$ cat config.mk
export PLATFORM = sky130hd
export DESIGN_NAME = chain_seq
export DESIGN_NICKNAME = d
export VERILOG_FILES = /design/src/rtl/chain_seq_pkg.sv /design/src/rtl/chain_spi_phy.sv /design/src/rtl/chain_wait_timer.sv /design/src/rtl/chain_seq.sv
export SDC_FILE = /design/constraint.sdc
export NUM_CORES = 1
export LEC_CHECK = 0
export BUFFER_PORTS_ARGS = -buffer_cell sky130_fd_sc_hd__buf_2
export CAP_MARGIN = 20
export CORE_MARGIN = 5
export CORE_UTILIZATION = 55
export DETAILED_ROUTE_END_ITERATION = 10
export GPL_ROUTABILITY_DRIVEN = 0
export PLACE_DENSITY = 0.81
export SETUP_SLACK_MARGIN = 0.02
export SYNTH_ARGS = -nofsm -noshare
export SYNTH_HDL_FRONTEND = slang
export SYNTH_SLANG_ARGS = --single-unit
$ cat constraint.sdc
create_clock -name clk -period 18.66 [get_ports clk]
set_input_delay 5.598 -clock clk [delete_from_list [all_inputs] [get_ports clk]]
set_output_delay 5.598 -clock clk [all_outputs]
set_load 0.02 [all_outputs]
$ cat src/rtl/chain_seq_pkg.sv
package chain_seq_pkg;

  localparam logic [5:0]  RA_CTL_HI = 6'h0D;
  localparam logic [5:0]  RA_CTL_LO = 6'h0E;
  localparam logic [5:0]  RA_RD_SEL = 6'h1C;
  localparam logic [31:0] POLL_WORD = 32'hF800030A;

  typedef enum logic [3:0] {
    S_IDLE, S_HDR, S_WLOAD, S_WXFER, S_DELAY, S_POLL, S_RXFER, S_EVAL, S_FIN
  } seq_state_t;

  typedef enum logic { M_ENUM, M_SCAN } seq_mode_t;

  // acquisition time in ns for each setting
  function automatic logic [10:0] acq_ns(input logic [1:0] sel);
    case (sel)
      2'd0:    return 11'd465;
      2'd1:    return 11'd1010;
      2'd2:    return 11'd1460;
      default: return 11'd1890;
    endcase
  endfunction

  function automatic logic [4:0] rev5(input logic [4:0] a);
    logic [4:0] r;
    for (int i = 0; i < 5; i++) r[i] = a[4-i];
    return r;
  endfunction

  // upper 21 bits of a broadcast write to the chain head
  function automatic logic [20:0] cmd_hdr(input logic [5:0] ra, input logic [7:0] val);
    return {5'd0, ra, val, 1'b1, 1'b0};
  endfunction

endpackage

$ cat src/rtl/chain_spi_phy.sv
module chain_spi_phy #(
  parameter int HALF = 30
) (
  input  logic        clk,
  input  logic        rst,
  input  logic        start,
  input  logic [31:0] tx_word,
  input  logic        miso,
  output logic        sclk,
  output logic        mosi,
  output logic        cs_n,
  output logic        done,
  output logic [31:0] rx_word
);
  localparam int TW = $clog2(2*HALF + 1);

  typedef enum logic [2:0] { P_IDLE, P_LEAD, P_SHIFT, P_TRAIL, P_GAP } phy_state_t;

  phy_state_t    st;
  logic [TW-1:0] tick;
  logic [4:0]    bitn;
  logic [31:0]   sh;

  always_ff @(posedge clk) begin
    done <= 1'b0;
    if (rst) begin
      st      <= P_IDLE;
      tick    <= '0;
      bitn    <= '0;
      sh      <= '0;
      rx_word <= '0;
      sclk    <= 1'b0;
      mosi    <= 1'b0;
      cs_n    <= 1'b1;
    end else begin
      case (st)
        P_IDLE: if (start) begin
          sh   <= tx_word;
          cs_n <= 1'b0;
          tick <= TW'(HALF - 1);
          st   <= P_LEAD;
        end
        P_LEAD: if (tick == '0) begin
          sclk <= 1'b1;
          mosi <= sh[31];
          sh   <= {sh[30:0], 1'b0};
          bitn <= '0;
          tick <= TW'(HALF - 1);
          st   <= P_SHIFT;
        end else tick <= tick - 1'b1;
        P_SHIFT: if (tick == '0) begin
          tick <= TW'(HALF - 1);
          if (sclk) begin
            sclk    <= 1'b0;
            rx_word <= {rx_word[30:0], miso};
            if (bitn == 5'd31) st <= P_TRAIL;
            else bitn <= bitn + 1'b1;
          end else begin
            sclk <= 1'b1;
            mosi <= sh[31];
            sh   <= {sh[30:0], 1'b0};
          end
        end else tick <= tick - 1'b1;
        P_TRAIL: if (tick == '0) begin
          cs_n <= 1'b1;
          mosi <= 1'b0;
          tick <= TW'(2*HALF - 1);
          st   <= P_GAP;
        end else tick <= tick - 1'b1;
        P_GAP: if (tick == '0) begin
          done <= 1'b1;
          st   <= P_IDLE;
        end else tick <= tick - 1'b1;
        default: st <= P_IDLE;
      endcase
    end
  end
endmodule

$ cat src/rtl/chain_wait_timer.sv
module chain_wait_timer #(
  parameter int CLK_HZ = 50_000_000,
  parameter int DEV_W  = 3
) (
  input  logic             clk,
  input  logic             rst,
  input  logic             start,
  input  logic [1:0]       acq_sel,
  input  logic [1:0]       avg_sel,
  input  logic [DEV_W-1:0] slaves,
  output logic             done
);
  import chain_seq_pkg::*;

  localparam int CYC_US = (CLK_HZ / 1_000_000 < 1) ? 1 : CLK_HZ / 1_000_000;
  localparam int PW     = $clog2(CYC_US + 1);

  logic [31:0]   t_ns;
  logic [15:0]   us_need;
  logic [15:0]   us_left;
  logic [PW-1:0] pre;
  logic          run;

  always_comb begin
    t_ns    = ((32'(acq_ns(acq_sel)) + 32'd695) * 32'd12) << avg_sel;
    t_ns    = t_ns - 32'(acq_ns(acq_sel)) + 32'd250 * 32'(slaves);
    us_need = 16'((t_ns + 32'd999) / 32'd1000 + 32'd5);
  end

  always_ff @(posedge clk) begin
    done <= 1'b0;
    if (rst) begin
      run     <= 1'b0;
      us_left <= '0;
      pre     <= '0;
    end else if (start) begin
      run     <= 1'b1;
      us_left <= us_need;
      pre     <= PW'(CYC_US - 1);
    end else if (run) begin
      if (pre == '0) begin
        pre <= PW'(CYC_US - 1);
        if (us_left <= 16'd1) begin
          run  <= 1'b0;
          done <= 1'b1;
        end else us_left <= us_left - 1'b1;
      end else pre <= pre - 1'b1;
    end
  end
endmodule

$ cat src/rtl/chain_seq.sv
module chain_seq #(
  parameter int CLK_HZ     = 50_000_000,
  parameter int SCLK_HALF  = 30,
  parameter int MAX_DEV    = 8,
  parameter int CH_PER_DEV = 12,
  parameter int CELLS      = 6,
  parameter int SUM_W      = 32
) (
  input  logic                       clk,
  input  logic                       rst,
  input  logic                       start,
  input  logic [1:0]                 acq_sel,
  input  logic [1:0]                 avg_sel,
  output logic                       busy,
  output logic                       done,
  output logic [$clog2(MAX_DEV)-1:0] slave_cnt,
  output logic                       frm_valid,
  output logic [31:0]                frm_data,
  output logic [SUM_W-1:0]           sum,
  output logic                       err_crc,
  output logic                       err_addr,
  output logic                       err_count,
  output logic [21:0]                crc_msg,
  input  logic [7:0]                 crc_val,
  output logic                       sclk,
  output logic                       mosi,
  input  logic                       miso,
  output logic                       cs_n
);
  import chain_seq_pkg::*;

  localparam int DEV_W = $clog2(MAX_DEV);
  localparam int IDX_W = $clog2(MAX_DEV * CH_PER_DEV + 1);

  seq_state_t       st;
  seq_mode_t        mode;
  logic             enum_pend;
  logic [1:0]       step, last_step;
  logic [IDX_W-1:0] idx, n_frames;
  logic [1:0]       acq_q, avg_q;
  logic [20:0]      hdr, hdr_q;
  logic [31:0]      rx_q;
  logic             phy_go, phy_done, tmr_go, tmr_done;
  logic [31:0]      phy_tx, phy_rx;

  assign n_frames  = IDX_W'((32'(slave_cnt) + 32'd1) * CH_PER_DEV);
  assign last_step = (mode == M_ENUM) ? 2'd2 : 2'd1;

  always_comb begin
    if (mode == M_ENUM) begin
      case (step)
        2'd0:    hdr = cmd_hdr(RA_CTL_LO, {1'b1, acq_q, 5'b10101});
        2'd1:    hdr = cmd_hdr(RA_CTL_LO, {1'b0, acq_q, 5'b10101});
        default: hdr = cmd_hdr(RA_RD_SEL, {RA_CTL_LO, 2'b00});
      endcase
    end else begin
      if (step == 2'd0) hdr = cmd_hdr(RA_RD_SEL, 8'h00);
      else              hdr = cmd_hdr(RA_CTL_HI, {4'b0000, 1'b1, avg_q, 1'b0});
    end
  end

  chain_spi_phy #(.HALF(SCLK_HALF)) u_phy (
    .clk(clk), .rst(rst), .start(phy_go), .tx_word(phy_tx), .miso(miso),
    .sclk(sclk), .mosi(mosi), .cs_n(cs_n), .done(phy_done), .rx_word(phy_rx)
  );

  chain_wait_timer #(.CLK_HZ(CLK_HZ), .DEV_W(DEV_W)) u_tmr (
    .clk(clk), .rst(rst), .start(tmr_go), .acq_sel(acq_q), .avg_sel(avg_q),
    .slaves(slave_cnt), .done(tmr_done)
  );

  always_ff @(posedge clk) begin
    phy_go    <= 1'b0;
    tmr_go    <= 1'b0;
    done      <= 1'b0;
    frm_valid <= 1'b0;
    if (rst) begin
      st        <= S_IDLE;
      mode      <= M_ENUM;
      enum_pend <= 1'b1;
      step      <= '0;
      idx       <= '0;
      acq_q     <= '0;
      avg_q     <= '0;
      hdr_q     <= '0;
      rx_q      <= '0;
      phy_tx    <= '0;
      busy      <= 1'b0;
      slave_cnt <= '0;
      frm_data  <= '0;
      sum       <= '0;
      err_crc   <= 1'b0;
      err_addr  <= 1'b0;
      err_count <= 1'b0;
      crc_msg   <= '0;
    end else begin
      case (st)
        S_IDLE: if (enum_pend || start) begin
          mode      <= enum_pend ? M_ENUM : M_SCAN;
          enum_pend <= 1'b0;
          if (!enum_pend) sum <= '0;
          busy      <= 1'b1;
          step      <= '0;
          idx       <= '0;
          acq_q     <= acq_sel;
          avg_q     <= avg_sel;
          err_crc   <= 1'b0;
          err_addr  <= 1'b0;
          err_count <= 1'b0;
          st        <= S_HDR;
        end
        S_HDR: begin
          crc_msg <= {1'b0, hdr};
          hdr_q   <= hdr;
          st      <= S_WLOAD;
        end
        S_WLOAD: begin
          phy_tx <= {hdr_q, crc_val, 3'b010};
          phy_go <= 1'b1;
          st     <= S_WXFER;
        end
        S_WXFER: if (phy_done) begin
          if (step == last_step) begin
            if (mode == M_SCAN) begin
              tmr_go <= 1'b1;
              st     <= S_DELAY;
            end else st <= S_POLL;
          end else begin
            step <= step + 1'b1;
            st   <= S_HDR;
          end
        end
        S_DELAY: if (tmr_done) st <= S_POLL;
        S_POLL: begin
          phy_tx <= POLL_WORD;
          phy_go <= 1'b1;
          st     <= S_RXFER;
        end
        S_RXFER: if (phy_done) begin
          rx_q    <= phy_rx;
          crc_msg <= phy_rx[31:10];
          st      <= S_EVAL;
        end
        S_EVAL: begin
          st <= S_POLL;
          if (mode == M_ENUM) begin
            if (rx_q == '0) begin
              if (idx == '0) err_count <= 1'b1;
              else slave_cnt <= DEV_W'(idx - 1'b1);
              st <= S_FIN;
            end else if (crc_val != rx_q[9:2]) begin
              err_crc <= 1'b1;
              st      <= S_FIN;
            end else if (IDX_W'(rev5(rx_q[31:27])) != idx) begin
              err_addr <= 1'b1;
              st       <= S_FIN;
            end else if (idx == IDX_W'(MAX_DEV)) begin
              err_count <= 1'b1;
              st        <= S_FIN;
            end else idx <= idx + 1'b1;
          end else begin
            if (crc_val != rx_q[9:2]) begin
              err_crc <= 1'b1;
              st      <= S_FIN;
            end else begin
              frm_valid <= 1'b1;
              frm_data  <= rx_q;
              if (rx_q[26:23] < 4'(CELLS)) sum <= sum + SUM_W'(rx_q[22:11]);
              if (idx == n_frames - 1'b1) st <= S_FIN;
              else idx <= idx + 1'b1;
            end
          end
        end
        S_FIN: begin
          done <= 1'b1;
          busy <= 1'b0;
          st   <= S_IDLE;
        end
        default: st <= S_IDLE;
      endcase
    end
  end
endmodule

==> flow_summary_export.csv <==
group,metric,value,unit
critical_path,cpMostUsedCell,"inv_1",
critical_path,cp.arrival,17.20,ns
timing,fin_crit,16.79,ns
critical_path,crit_path_max_fanout,11,
critical_path,rr_worst_depth,58,
cts,clock_sinks,285,
grt,track_usage,25.3,%
drt,drt_iter0_markers,1496,
drt,totalWireLength,51700,µm
timing,final.setup.tns,0,ns
final_layout,syn_to_final_growth,8.68,%
grt,grt_overflow,0,
final_layout,nFillCells,3123,
synthesis,seq_area_frac_synth,29.3,%
critical_path,worstPathRequired,19.06,ns
drt,postRouteAntennaNets,0,
final_layout,diodes,0,
floorplanning,start_util,55.3,%
critical_path,crit_slowest_cell,"o31ai_2",
timing,hold_viol,0,
floorplanning,rows,69,
timing,min_period_over_period,90.0,%
synthesis,async_flop_share,0,%
cts,post-cts-setup-buffer-count,0,
synthesis,synthesis.nets,2638,
grt,grt_max_degree,126,
critical_path,setup.worst_path.start_class,"flip-flop",
critical_path,path_class,"flip-flop to flip-flop",
synthesis,synth_commonest_cells,"392 x nand2_1, 285 x dfxtp_1, 275 x a21oi_1",
place,port_buffers,113,
critical_path,timing.rr.end,"u_tmr.us_left[8]$_SDFFE_PP0P_",
timing,max-slew-margin-rel,23.2,%
critical_path,timing.rr.start,"slave_cnt[0]$_SDFFE_PP0P_",
critical_path,critPathMaxStageDelay,0.81,ns
cts,tritoncts,"built",
flow_run,max_cap_viol_count,0,
grt,grt_antenna_before_repair,1,
floorplanning,core-area,0.0352,mm²
cts,cts_buffers,27,
synthesis,ys.flop_type,"dfxtp_1",
cts,postCtsHoldBufs,0,
cts,worstSkewPairLatency,0.56,ns
final_layout,drive_above_1_share,11.2,%
timing,final-setup-viol-count,0,
cts,post_cts_resized,0,
synthesis,synth_edf_count,0,
final_layout,nets,2670,
worst_hold_path,min_path_cells,2,
place,dpl.hpwl,38100,µm
synthesis,synth_top_area_share,29.3,%
timing,slew_violations,0,
drt,vias,19000,
timing,fmax,59.5,MHz
drt,wl_per_cell,17.0,µm
worst_hold_path,hp-start,"hdr_q[8]$_SDFFE_PP0P_",
synthesis,yosys.area.top_type,"dfxtp_1",
synthesis,synthCells,2527,
grt,grt_pass1_vias,18000,
drt,remaining_drc_errors,0,
cts,cts-root-buf,"clkbuf_16",
synthesis,yosys.cell_count.top_type,"nand2_1",
timing,worst_slew_pin_slew,1.14,ns
drt,avgViaCountPerCell,6.26,
floorplanning,ioPinCount,114,
cts,htree_num_levels,1,
cts,cts.path.max_buffers,3,
drt,first_pass_iters,6,
worst_hold_path,hold_class,"flip-flop to flip-flop",
synthesis,ys_ff_latch,285,
synthesis,yosysUniqueCellTypes,130,
cts,clk_pin_slew,0.06,ns
timing,finClkSkew,0.0177,ns
synthesis,synth_warnings,0,
timing,rsz0062_at_grt,"no",
synthesis,syn_area,0.0195,mm²
critical_path,crit_path_end_kind,"flip-flop",
worst_hold_path,hold_end,"phy_tx[19]$_SDFFE_PP0P_",
critical_path,rrSetupSlack,1.87,ns
floorplanning,die-area,0.0393,mm²
floorplanning,die_w,198,µm
grt,grt_pass1_wl,86600,µm
floorplanning,die_h,198,µm
synthesis,syn_avg_cell_area,7.70,µm²
status,status,"completed",
final_layout,utilization,60.1,%
synthesis,synth_area_leaders,"dfxtp_1 29%, nand2_1 7.6%, a21oi_1 7.1%",
[flip-flops by register name, indices dropped and copies added, names as in the netlist, 4 cells and up]
name,flops
idx,7
frm_data,32
u_phy.rx_word,32
st,4
hdr_q,11
u_phy.sh,31
u_phy.tick,6
rx_q,32
phy_tx,21
u_phy.bitn,5
u_tmr.us_left,16
u_tmr.pre,6
sum,32
crc_msg,22
[metrics by stage]
step | hold WS [ns] | setup WS [ns] | cells | area, µm²
2_1_floorplan | 0.432 | 4.60 | 2527 | 19500
3_3_place_gp | 0.440 | 2.52 | 2990 | 20200
3_5_place_dp | 0.445 | 1.81 | 2990 | 20200
4_1_cts | 0.446 | 1.76 | 3038 | 21100
5_1_grt | 0.475 | 0.733 | 3039 | 21200
6_report | 0.448 | 1.87 | 3039 | 21200
[cell type report]
class	count	area, µm²	share of cell area, %
Tap cell	461	577	2.73
Multi-Input combinational cell	2031	12900	61.0
Sequential cell	285	5710	27.0
Timing Repair Buffer	135	737	3.48
Inverter	79	299	1.41
Clock buffer	36	759	3.59
Clock inverter	12	180	0.852
[critical path, delay by kind of cell, from the launching register on]
family / cells / cell delay (ns)
AND/OR/NAND/NOR: 11 / 2.50
AO/OA/AOI/OAI: 27 / 9.06
adder cells (fa/ha/maj): 7 / 2.55
flip-flops: 1 / 0.62
multiplexers: 3 / 0.62
XOR/XNOR: 4 / 0.75
buffers and inverters: 6 / 0.53
[metal layers]
| metal | vias to the layer above | track usage, % | part of all wire [%] |
|---|---|---|---|
| met4 | 2 | 8.19 | 3.2 |
| met2 | 793 | 43.6 | 48 |
| met1 | 8937 | 32.6 | 42 |
| met3 | 148 | 3.76 | 6.8 |
| met5 | - | 0 | 0.025 |
| li1 | 9155 | - | - |
[how the worst max path moves through the flow]
stage | from | endpoint | slack [ns] | cells past startpoint
after floorplan | slave_cnt[0]$_SDFFE_PP0P_ | u_tmr.us_left[8]$_SDFFE_PP0P_ | 4.60 | 65
after global placement | slave_cnt[0]$_SDFFE_PP0P_ | u_tmr.us_left[8]$_SDFFE_PP0P_ | 2.52 | 58
after detailed placement | slave_cnt[0]$_SDFFE_PP0P_ | u_tmr.us_left[8]$_SDFFE_PP0P_ | 1.81 | 58
after CTS | slave_cnt[0]$_SDFFE_PP0P_ | u_tmr.us_left[8]$_SDFFE_PP0P_ | 1.76 | 58
after global routing | slave_cnt[0]$_SDFFE_PP0P_ | u_tmr.us_left[8]$_SDFFE_PP0P_ | 0.73 | 59
final | slave_cnt[0]$_SDFFE_PP0P_ | u_tmr.us_left[8]$_SDFFE_PP0P_ | 1.87 | 58
[cells in the final DEF, fill, tap and decap left out, types with 12 or more instances in the layout]
cell,Yosys,layout
nand4_1,27,27
buf_4,9,22
a211o_1,12,12
inv_1,76,76
a21oi_1,275,275
nor2b_1,19,19
nand2_1,392,392
xnor2_1,83,83
nand2b_1,15,15
a21o_1,32,32
or3_1,22,22
nand3_1,67,67
and3_1,26,26
o211ai_1,33,33
nor3_1,66,65
nor4_1,27,27
a211oi_1,57,57
fa_1,15,15
o21ai_0,63,63
a31oi_1,26,26
clkbuf_16,0,27
ha_1,80,80
and2_1,15,15
o22ai_1,12,12
mux2i_1,43,43
xor2_1,45,45
nor2_1,264,262
a22oi_1,22,22
o21ai_1,17,17
dfxtp_1,285,285
buf_2,13,112
o21bai_1,15,15
[kinds of logic (layout without fill, tap and decap cells)]
family / count (synthesis) / after routing / share of synthesized area (%)
AOI/OAI and AO/OA: 739 / 739 / 26.4
xor gates and xnor gates: 131 / 131 / 6.01
adders and majority gates: 99 / 99 / 6.90
buffers and inverters: 211 / 262 / 4.57
DFF: 285 / 285 / 29.3
muxes: 55 / 55 / 2.98
and+or+nand+nor: 1007 / 1007 / 23.8
Power is left out: the tool's default activity adds up to more than one toggle a clock period on the data nets, which glitch-free logic cannot reach.
